--- src/rtl/isa_dec_pkg.sv ---
package isa_dec_pkg;
  localparam int unsigned ILEN   = 32;
  localparam int unsigned OPW    = 6;
  localparam int unsigned REGW   = 5;
  localparam int unsigned IMMW   = 16;
  localparam int unsigned TGTW   = 26;
  localparam int unsigned ALUW   = 4;
  localparam logic [REGW-1:0] LINK_REG = REGW'(31);

  typedef enum logic [ALUW-1:0] {
    ALU_ADD = 4'd0, ALU_SUB = 4'd1, ALU_AND = 4'd2, ALU_OR  = 4'd3,
    ALU_NOR = 4'd4, ALU_SLT = 4'd5, ALU_SLL = 4'd6, ALU_SRL = 4'd7,
    ALU_LUI = 4'd8
  } alu_op_e;

  typedef enum logic [1:0] {DST_RD, DST_RT, DST_LINK} dst_kind_e;
  typedef enum logic [1:0] {SZ_BYTE = 2'd0, SZ_HALF = 2'd1, SZ_WORD = 2'd2} mem_size_e;
  typedef enum logic [1:0] {BR_NONE = 2'd0, BR_EQ = 2'd1, BR_NE = 2'd2} branch_e;
  typedef enum logic [1:0] {JMP_NONE = 2'd0, JMP_TGT = 2'd1, JMP_REG = 2'd2} jump_e;

  typedef struct packed {
    logic      legal;
    logic      reg_we;
    dst_kind_e dst_kind;
    logic      alu_src_imm;
    alu_op_e   alu_op;
    logic      mem_re;
    logic      mem_we;
    mem_size_e mem_size;
    branch_e   branch;
    jump_e     jump;
    logic      link;
    logic      zero_ext;
  } ctrl_t;

  localparam ctrl_t CTRL_NONE = '{
    legal: 1'b0, reg_we: 1'b0, dst_kind: DST_RT, alu_src_imm: 1'b0,
    alu_op: ALU_ADD, mem_re: 1'b0, mem_we: 1'b0, mem_size: SZ_BYTE,
    branch: BR_NONE, jump: JMP_NONE, link: 1'b0, zero_ext: 1'b0
  };
endpackage

--- src/rtl/isa_field_split.sv ---
module isa_field_split
  import isa_dec_pkg::*;
(
  input  logic [ILEN-1:0] instr_i,
  output logic [OPW-1:0]  op_o,
  output logic [REGW-1:0] rs_o,
  output logic [REGW-1:0] rt_o,
  output logic [REGW-1:0] rd_o,
  output logic [REGW-1:0] shamt_o,
  output logic [OPW-1:0]  funct_o,
  output logic [IMMW-1:0] imm16_o,
  output logic [TGTW-1:0] target_o
);
  localparam int unsigned RS_LO = ILEN - OPW - REGW;
  localparam int unsigned RT_LO = RS_LO - REGW;
  localparam int unsigned RD_LO = RT_LO - REGW;
  localparam int unsigned SH_LO = RD_LO - REGW;

  assign op_o     = instr_i[ILEN-1 -: OPW];
  assign rs_o     = instr_i[RS_LO +: REGW];
  assign rt_o     = instr_i[RT_LO +: REGW];
  assign rd_o     = instr_i[RD_LO +: REGW];
  assign shamt_o  = instr_i[SH_LO +: REGW];
  assign funct_o  = instr_i[OPW-1:0];
  assign imm16_o  = instr_i[IMMW-1:0];
  assign target_o = instr_i[TGTW-1:0];
endmodule

--- src/rtl/isa_funct_decode.sv ---
module isa_funct_decode
  import isa_dec_pkg::*;
(
  input  logic [OPW-1:0] funct_i,
  output ctrl_t          ctrl_o
);
  always_comb begin
    ctrl_o = CTRL_NONE;
    ctrl_o.dst_kind = DST_RD;
    unique case (funct_i)
      6'd32: begin ctrl_o.legal = 1'b1; ctrl_o.reg_we = 1'b1; ctrl_o.alu_op = ALU_ADD; end
      6'd34: begin ctrl_o.legal = 1'b1; ctrl_o.reg_we = 1'b1; ctrl_o.alu_op = ALU_SUB; end
      6'd36: begin ctrl_o.legal = 1'b1; ctrl_o.reg_we = 1'b1; ctrl_o.alu_op = ALU_AND; end
      6'd37: begin ctrl_o.legal = 1'b1; ctrl_o.reg_we = 1'b1; ctrl_o.alu_op = ALU_OR;  end
      6'd39: begin ctrl_o.legal = 1'b1; ctrl_o.reg_we = 1'b1; ctrl_o.alu_op = ALU_NOR; end
      6'd42: begin ctrl_o.legal = 1'b1; ctrl_o.reg_we = 1'b1; ctrl_o.alu_op = ALU_SLT; end
      6'd0:  begin ctrl_o.legal = 1'b1; ctrl_o.reg_we = 1'b1; ctrl_o.alu_op = ALU_SLL; end
      6'd2:  begin ctrl_o.legal = 1'b1; ctrl_o.reg_we = 1'b1; ctrl_o.alu_op = ALU_SRL; end
      6'd8:  begin ctrl_o.legal = 1'b1; ctrl_o.jump = JMP_REG; end
      default: ;
    endcase
  end
endmodule

--- src/rtl/isa_op_decode.sv ---
module isa_op_decode
  import isa_dec_pkg::*;
(
  input  logic [OPW-1:0] op_i,
  output ctrl_t          ctrl_o
);
  always_comb begin
    ctrl_o = CTRL_NONE;
    unique case (op_i)
      6'd4, 6'd5: begin
        ctrl_o.legal  = 1'b1;
        ctrl_o.alu_op = ALU_SUB;
        ctrl_o.branch = (op_i == 6'd4) ? BR_EQ : BR_NE;
      end
      6'd2: begin ctrl_o.legal = 1'b1; ctrl_o.jump = JMP_TGT; end
      6'd3: begin
        ctrl_o.legal    = 1'b1;
        ctrl_o.jump     = JMP_TGT;
        ctrl_o.link     = 1'b1;
        ctrl_o.reg_we   = 1'b1;
        ctrl_o.dst_kind = DST_LINK;
      end
      6'd8, 6'd10, 6'd12, 6'd13, 6'd15: begin
        ctrl_o.legal       = 1'b1;
        ctrl_o.reg_we      = 1'b1;
        ctrl_o.alu_src_imm = 1'b1;
        ctrl_o.zero_ext    = (op_i == 6'd12) || (op_i == 6'd13) || (op_i == 6'd15);
        case (op_i)
          6'd10:   ctrl_o.alu_op = ALU_SLT;
          6'd12:   ctrl_o.alu_op = ALU_AND;
          6'd13:   ctrl_o.alu_op = ALU_OR;
          6'd15:   ctrl_o.alu_op = ALU_LUI;
          default: ctrl_o.alu_op = ALU_ADD;
        endcase
      end
      6'd32, 6'd33, 6'd35: begin
        ctrl_o.legal       = 1'b1;
        ctrl_o.reg_we      = 1'b1;
        ctrl_o.mem_re      = 1'b1;
        ctrl_o.alu_src_imm = 1'b1;
        ctrl_o.mem_size    = (op_i == 6'd32) ? SZ_BYTE : (op_i == 6'd33) ? SZ_HALF : SZ_WORD;
      end
      6'd40, 6'd41, 6'd43: begin
        ctrl_o.legal       = 1'b1;
        ctrl_o.mem_we      = 1'b1;
        ctrl_o.alu_src_imm = 1'b1;
        ctrl_o.mem_size    = (op_i == 6'd40) ? SZ_BYTE : (op_i == 6'd41) ? SZ_HALF : SZ_WORD;
      end
      default: ;
    endcase
  end
endmodule

--- src/rtl/isa_decoder.sv ---
module isa_decoder
  import isa_dec_pkg::*;
(
  input  logic [31:0] instr_i,
  output logic [4:0]  rs_o,
  output logic [4:0]  rt_o,
  output logic [4:0]  rd_o,
  output logic [4:0]  shamt_o,
  output logic [15:0] imm16_o,
  output logic [31:0] imm_ext_o,
  output logic [25:0] target_o,
  output logic        reg_we_o,
  output logic [4:0]  dst_reg_o,
  output logic        alu_src_imm_o,
  output logic [3:0]  alu_op_o,
  output logic        mem_re_o,
  output logic        mem_we_o,
  output logic [1:0]  mem_size_o,
  output logic [1:0]  branch_o,
  output logic [1:0]  jump_o,
  output logic        link_o,
  output logic        illegal_o
);
  logic [OPW-1:0] op, funct;
  ctrl_t op_ctrl, fn_ctrl, ctrl;
  logic [REGW-1:0] dst_sel;

  isa_field_split u_split (
    .instr_i (instr_i), .op_o (op), .rs_o (rs_o), .rt_o (rt_o), .rd_o (rd_o),
    .shamt_o (shamt_o), .funct_o (funct), .imm16_o (imm16_o), .target_o (target_o)
  );
  isa_op_decode    u_op (.op_i (op),       .ctrl_o (op_ctrl));
  isa_funct_decode u_fn (.funct_i (funct), .ctrl_o (fn_ctrl));

  assign ctrl = (op == '0) ? fn_ctrl : op_ctrl;

  always_comb begin
    unique case (ctrl.dst_kind)
      DST_RD:   dst_sel = rd_o;
      DST_LINK: dst_sel = LINK_REG;
      default:  dst_sel = rt_o;
    endcase
  end

  assign dst_reg_o     = ctrl.legal ? dst_sel : '0;
  // writes to register 0 are dropped
  assign reg_we_o      = ctrl.legal && ctrl.reg_we && (dst_reg_o != '0);
  assign imm_ext_o     = ctrl.zero_ext ? {{(ILEN-IMMW){1'b0}}, imm16_o}
                                       : {{(ILEN-IMMW){imm16_o[IMMW-1]}}, imm16_o};
  assign alu_src_imm_o = ctrl.alu_src_imm;
  assign alu_op_o      = ctrl.alu_op;
  assign mem_re_o      = ctrl.mem_re;
  assign mem_we_o      = ctrl.mem_we;
  assign mem_size_o    = ctrl.mem_size;
  assign branch_o      = ctrl.branch;
  assign jump_o        = ctrl.jump;
  assign link_o        = ctrl.link;
  assign illegal_o     = !ctrl.legal;

  always_comb begin

    illegal_no_write_chk: assert (!(illegal_o && (reg_we_o || mem_we_o || mem_re_o)));

    zero_dst_no_write_chk: assert (!(reg_we_o && (dst_reg_o == '0)));

    link_to_ra_chk: assert (!link_o || (dst_reg_o == LINK_REG && reg_we_o && jump_o == 2'd1));

    mem_excl_chk: assert (!(mem_re_o && mem_we_o));

    branch_no_jump_chk: assert (!((branch_o != 2'd0) && ((jump_o != 2'd0) || reg_we_o)));
  end
endmodule

--- config.mk ---
export PLATFORM = sky130hd
export DESIGN_NAME = isa_decoder
export DESIGN_NICKNAME = d
export VERILOG_FILES = /design/src/rtl/isa_dec_pkg.sv /design/src/rtl/isa_field_split.sv /design/src/rtl/isa_funct_decode.sv /design/src/rtl/isa_op_decode.sv /design/src/rtl/isa_decoder.sv
export SDC_FILE = /design/constraint.sdc
export NUM_CORES = 1
export LEC_CHECK = 0
export ABC_AREA = 1
export CAP_MARGIN = 20
export CORE_MARGIN = 10
export CORE_UTILIZATION = 38
export DETAILED_ROUTE_END_ITERATION = 10
export PLACE_DENSITY_LB_ADDON = 0.25
export SYNTH_ARGS = -nofsm -noshare
export SYNTH_HDL_FRONTEND = slang
export SYNTH_HIERARCHICAL = 1
export SYNTH_SLANG_ARGS = --single-unit
--- constraint.sdc ---
create_clock -name vclk -period 4.7
set_clock_uncertainty 0.15 [all_clocks]
set_input_delay 0.94 -clock vclk [all_inputs]
set_output_delay 0.94 -clock vclk [all_outputs]
set_load 0.1 [all_outputs]
---- Word-level counts from Yosys, hierarchy flattened ----
Cells that the tools add are included.
word-level totals
  word-level logic and storage cells ...... 69
  register bits ........................... 0
operators by class
  muxes and demuxes ....................... 26
  equality and inequality tests ........... 24
  reduce and logical (&&, ||, !) cells .... 19
operators with widths
  operator              count
  $eq A6 B6 Y1 const B  12
  $eq A6 B4 Y1 const B  6
  $mux W32              1
  $pmux W3 S7           1
  $mux W19              1
  $eq A6 B2 Y1 const B  3
  $reduce_or A9 Y1      2
  $mux W2               8
  $pmux W4 S4           1
  $reduce_or A15 Y1     1
  $eq A6 B3 Y1 const B  2
  $logic_not A6 Y1      2
  $reduce_or A11 Y1     1
  $mux W1               10
  $pmux W5 S2           1
  $pmux W4 S2           1
  $reduce_or A8 Y1      1
  $reduce_or A3 Y1      2
  $mux W5               1
  $reduce_bool A5 Y1    1
  $reduce_or A5 Y1      1
  $pmux W2 S2           1
  $reduce_or A2 Y1      2
  $eq A2 B2 Y1 const B  1
  other kinds (4)       6

---- Logic depth before layout (Yosys ltp) ----
Gate-level depths: netlist of the first run.
  word-level depth ........................ 10
  depth in mapped cells ................... 16

---- Hierarchy ----
The synthesis of the first run kept the hierarchy.
modules (own cells, without submodules)
  module            cells an instance  sequential area each (um^2)  area an instance (um^2)  times used
  isa_decoder       100                0.0                          694.4                    1
  isa_field_split   74                 0.0                          555.5                    1
  isa_funct_decode  52                 0.0                          295.3                    1
  isa_op_decode     64                 0.0                          295.3                    1

---- Worst setup path after synthesis of the first run ----
OpenSTA, ideal clock, no wires.
  path kind ............................... input-to-output
  from .................................... in instr_i[29]
  to ...................................... out imm_ext_o[17]
  path buffers ............................ 4
  slack ................................... -0.619 ns
  stages on the path ...................... 7
  data arrival time ....................... 4.229 ns
  cells stage by stage .................... buf_4 -> nor2_2 -> nand3_2 -> buf_6 -> buf_2 -> a21oi_1 -> buf_4
on the way
  longest elaborated chain between the ends .. 6
  elaborated cells on any way between the ends .. 12
  classes of those cells .................. 5 x eq/ne; 3 x mux; 4 x reduce/logical
RTL lines
  item                                                  line               text
  start: declaration                                    isa_decoder.sv:4   input logic [31:0] instr_i,
  branches (longest 4 deep; another with $eq A6 B4 Y1)  --
  $mux W19 (*)                                          isa_decoder.sv:35  assign ctrl = (op == '0) ? fn_ctrl : op_ctrl;
  $mux W32 (*)                                          isa_decoder.sv:48  assign imm_ext_o = ctrl.zero_ext ? {{(ILEN-IMMW){1'b0}}, imm16_o}
  end: declaration                                      isa_decoder.sv:10  output logic [31:0] imm_ext_o,
Mark *: on every way between the ends.

==> impl_metrics.csv, run 1 <==
group,metric,value,unit
cells_and_area,n_fill_cell,478,
cells_and_area,seq_cells,0,
cts,cts_resized,0,
routing,routed_via_density,4.16,
timing,rsz0062_at_grt,"no",
hold_path,whs_path_depth,0,
synthesis,synthCells,290,
cells_and_area,utilization,0.478,
job,maxCapViolations,0,
grt,first_global_vias,1441,
critical_path,cp.required,3610,ps
timing,slew_viol_final,0,
critical_path,end_kind,"output port",
synthesis,synth-seq-area-share,0,
cells_and_area,area_delta_synth_final,22.6,%
cts,cts_setup_buffers,0,
die,die_h,89.6,µm
power,seq_power_share,0,
die,die_x,89.6,µm
critical_path,critPathMaxFanout,11,
status,status,"complete, no violations",
routing,wl_per_cell,12.7,µm
place,place_hpwl,4140,µm
critical_path,crit_buf_inv,3,
grt,grt_pass1_wl,6670,µm
critical_path,worst-path-stages,13,
power,combPwrFrac,1.000,
die,dieArea,0.00803,mm²
die,ioPinCount,147,
cts,cts_hold_buffers,0,
critical_path,crit_chain,"clkdlybuf4s50_1 -> nand2_1 -> nor2_1 -> nand2_1 -> inv_1 -> nand2_1 -> nand2_1 -> nor2_1 -> nand3b_1 -> nand2_1 -> nor2_1 -> nor2_1 -> buf_12",
synthesis,ys_warn_count,6,
routing,dr_total_vias,1477,
routing,drt_iter0_drc,72,
hold_path,hp-class,"input port to output port",
critical_path,max_stage_delay,680,ps
power,p_leak,1.23,nW
die,initial_core_util,0.390,
cells_and_area,nNetsFinal,322,
grt,overflow,0,
cells_and_area,final_cells,355,
routing,ant_nets,0,
place,portBuffers,107,
die,core_area,0.00472,mm²
critical_path,arrival,3220,ps
timing,fmax,232,MHz
power,power_frac_clock,0,
place,dp_cells,355,
routing,dr.pass1.iters,4,
grt,grt_use_total,0.0986,
place,place.gp.congestion,0.859,
die,rows,25,
critical_path,critPathSlowestCell,"clkdlybuf4s50_1",
power,ir_worst_vdd,0.0000665,V
critical_path,critPathTopFamily,"simple AND/OR/NAND/NOR gates",
cells_and_area,ff_latch_area,0,µm²
critical_path,cpMostUsedCell,"nand2_1",
power,switching_share,0.752,
critical_path,start_kind,"input port",
grt,antenna_found_initial,0,
synthesis,synth_cell_types,23,
timing,post-route-period-util,0.918,
synthesis,synth_area,0.00184,mm²
timing,hold_viol_final,0,
power,power_density,206,mW/mm²
timing,finalSetupTns,0,ps
cells_and_area,drive_gt1_frac,0.444,
timing,layout_min_cycle_time,4310,ps
power,p_sw,0.000349,W
timing,setup_viol,0,
power,power.internal,0.000115,W
routing,drc,0,
routing,wl,4520,µm
cells_and_area,antenna_cells,0,
cells_and_area,n_clock_buffer,0,
grt,grt_max_degree,17,
critical_path,worstSetupPathType,"input port to output port",
synthesis,postSynthAreaPerCell,6.35,µm²
cells in the mapped netlist:
cell	number	area [µm²]
a21oi_1	2	10.0
nor3_1	1	5.00
buf_4	120	901
inv_2	3	11.3
buf_6	2	22.5
buf_2	1	5.00
o21ai_4	1	16.3
nor2_4	1	11.3
o211ai_1	1	7.51
nor4_1	4	25.0
nand4_1	3	18.8
nand3b_1	9	67.6
nand2_1	30	113
nor2_1	20	75.1
nand2_2	5	31.3
nor2_2	9	56.3
conb_1	2	7.51
nand3_1	15	75.1
clkinv_1	2	7.51
mux2_2	15	169
inv_1	36	135
o21ai_0	2	10.0
nand3_2	6	60.1
cells in the final DEF, fill, tap and decap left out, types with 2 or more instances in the layout:
| cell type | Yosys | routed |
|---|---|---|
| mux2_2 | 15 | 15 |
| nor2_2 | 9 | 9 |
| nor2_1 | 20 | 20 |
| inv_1 | 36 | 36 |
| nor4_1 | 4 | 4 |
| nand3_1 | 15 | 15 |
| nand2_1 | 30 | 30 |
| clkdlybuf4s50_1 | 0 | 22 |
| clkinv_1 | 2 | 2 |
| buf_12 | 0 | 27 |
| inv_2 | 3 | 3 |
| nand4_1 | 3 | 3 |
| nand2_2 | 5 | 5 |
| nand3_2 | 6 | 6 |
| o21ai_0 | 2 | 2 |
| conb_1 | 2 | 14 |
| buf_4 | 120 | 60 |
| nand3b_1 | 9 | 9 |
path summary, 6_finish.rpt:
check / from / end / slack [ps]
setup / recovery: instr_i[27] / reg_we_o / 390
hold / removal: instr_i[22] / rs_o[1] / 1730
cell type report:
type                       instances  area (µm²)  share of cell area
inverter                          41         154              0.0682
multi-input combinational        138         807               0.358
tap                               67        83.8              0.0372
timing repair buffer             109        1210               0.537
cells by family after synthesis:
logic type,Yosys count,synth area share
buffers and inverters,164,0.588
AOI/OAI and AO/OA,6,0.0238
and+or+nand+nor,103,0.292
muxes,15,0.0918
other,2,0.00408
through the flow:
step,hold WS [ps],power [W],instance area (µm²),setup slack [ps]
2_1_floorplan,1940,0.000512,1890,284
3_3_place_gp,1730,0.000466,2260,425
3_5_place_dp,1730,0.000467,2260,409
4_1_cts,1730,0.000467,2260,400
5_1_grt,1730,0.000479,2260,54.8
6_report,1730,0.000464,2260,387
routing by layer:
layer  vias to the layer above  global-route usage  share of wire  routed length, µm
li1                        768                   -              -                  -
met1                       649               0.106           0.36               1640
met2                        57               0.191           0.54               2440
met3                         3              0.0271          0.095                429
met4                         0             0.00867         0.0022                 10
met5                         -                   0              0                  0
power by group through the flow:
stage / clock network, W / logic, W / registers, W
after floorplan: 0 / 0.000512 / 0
after global placement: 0 / 0.000466 / 0
after detailed placement: 0 / 0.000467 / 0
after CTS: 0 / 0.000467 / 0
after global routing: 0 / 0.000479 / 0
final: 0 / 0.000464 / 0
No activity file was read; power rests on OpenSTA's default activity.
==> run 2: changes to the inputs <==
Settings changed: MAX_ROUTING_LAYER from default to met4.
==> impl_metrics.csv, run 2 (synthesis results as in run 1) <==
group,metric,value,unit
place,postPlaceCellArea,0.00226,mm²
timing,post-route-period-util,0.910,
cells_and_area,final_cells,355,
timing,hold_viol_final,0,
routing,wl_per_cell,12.4,µm
routing,drc,0,
critical_path,end_kind,"output port",
cells_and_area,ff_latch_area,0,µm²
place,dp_cells,355,
cells_and_area,final_cell_area,0.00226,mm²
grt,grt_use_total,0.0986,
die,rows,25,
grt,grt_pass1_wl,6490,µm
critical_path,start_kind,"input port",
critical_path,critPathTopFamily,"simple AND/OR/NAND/NOR gates",
cells_and_area,area_delta_synth_final,22.6,%
timing,rsz0062_at_grt,"no",
critical_path,critPathSlowestCell,"clkdlybuf4s50_1",
place,place.gp.congestion,0.864,
cells_and_area,mostFrequentLayoutCell,"buf_4",
cells_and_area,final_cell_mix,"buf_4 (60), inv_1 (36), nand2_1 (30)",
routing,ant_nets,0,
die,core_area,0.00472,mm²
cells_and_area,multi_input_area,807,µm²
routing,drt_iter0_drc,58,
timing,slew_viol_final,0,
routing,dr_total_vias,1446,
timing,fmax,234,MHz
cts,cts_setup_buffers,0,
critical_path,critPathMaxFanout,11,
hold_path,hp-class,"input port to output port",
cts,cts_resized,0,
routing,routed_via_density,4.07,
cells_and_area,drive_gt1_frac,0.444,
critical_path,worstSetupPathType,"input port to output port",
routing,wl,4410,µm
critical_path,cp.required,3610,ps
grt,antenna_found_initial,0,
cells_and_area,nNetsFinal,322,
die,die_h,89.6,µm
cells_and_area,antenna_cells,0,
cells_and_area,seq_cells,0,
timing,setup_viol,0,
die,initial_core_util,0.390,
power,power_density,205,mW/mm²
timing,timing.final.ws_setup,422,ps
grt,grt_max_degree,17,
grt,overflow,0,
power,p_leak,1.23,nW
place,place_ws,419,ps
place,place_hpwl,4080,µm
timing,layout_min_cycle_time,4280,ps
critical_path,crit_chain,"clkdlybuf4s50_1 -> nand2_1 -> nor2_1 -> nand2_1 -> inv_1 -> nand2_1 -> nand2_1 -> nor2_1 -> nand3b_1 -> nand2_1 -> nor2_1 -> nor2_1 -> buf_12",
critical_path,max_stage_delay,680,ps
routing,dr.pass1.iters,4,
cts,cts_hold_buffers,0,
critical_path,crit_buf_inv,3,
job,maxCapViolations,0,
cells_and_area,n_clock_buffer,0,
critical_path,arrival,3190,ps
die,ioPinCount,147,
place,portBuffers,107,
timing,whs,1730,ps
power,ir_worst_vdd,0.0000702,V
grt,first_global_vias,1425,
die,die_x,89.6,µm
die,dieArea,0.00803,mm²
critical_path,cpMostUsedCell,"nand2_1",
cells_and_area,n_fill_cell,486,
status,status,"complete, no violations",
timing,finalSetupTns,0,ps
-- run 2: cell counts in the layout (fill, tap and decap cells not counted) --
No cell type changed its count.
-- run 2: cell type report --
cell class	count	share of cell area
inverter	41	0.0682
multi-input combinational	138	0.358
tap	67	0.0372
timing repair buffer	109	0.537
-- run 2: worst paths after layout --
path | startpoint | endpoint | slack, ps | depth (start not counted)
max | instr_i[27] | reg_we_o | 420 | 13
min | instr_i[22] | rs_o[1] | 1730 | 0
-- run 2: per-layer routing --
layer,GRT usage,up-vias,part of all wire
met2,0.187,63,0.54
li1,-,763,-
met5,-,-,0
met3,0.0190,3,0.086
met4,0.00867,0,0.0023
met1,0.107,617,0.37
-- run 2: where the power goes --
part           switching [W]  internal, W
Combinational       0.000348     0.000115
Clock                      0            0
Sequential                 0            0
-- run 2: through the flow --
stage	util	total power, W
floorplan	-	0.000512
global placement	0.478	0.000466
detailed placement	0.478	0.000466
CTS	0.478	0.000467
global route	0.478	0.000478
finish	0.478	0.000463
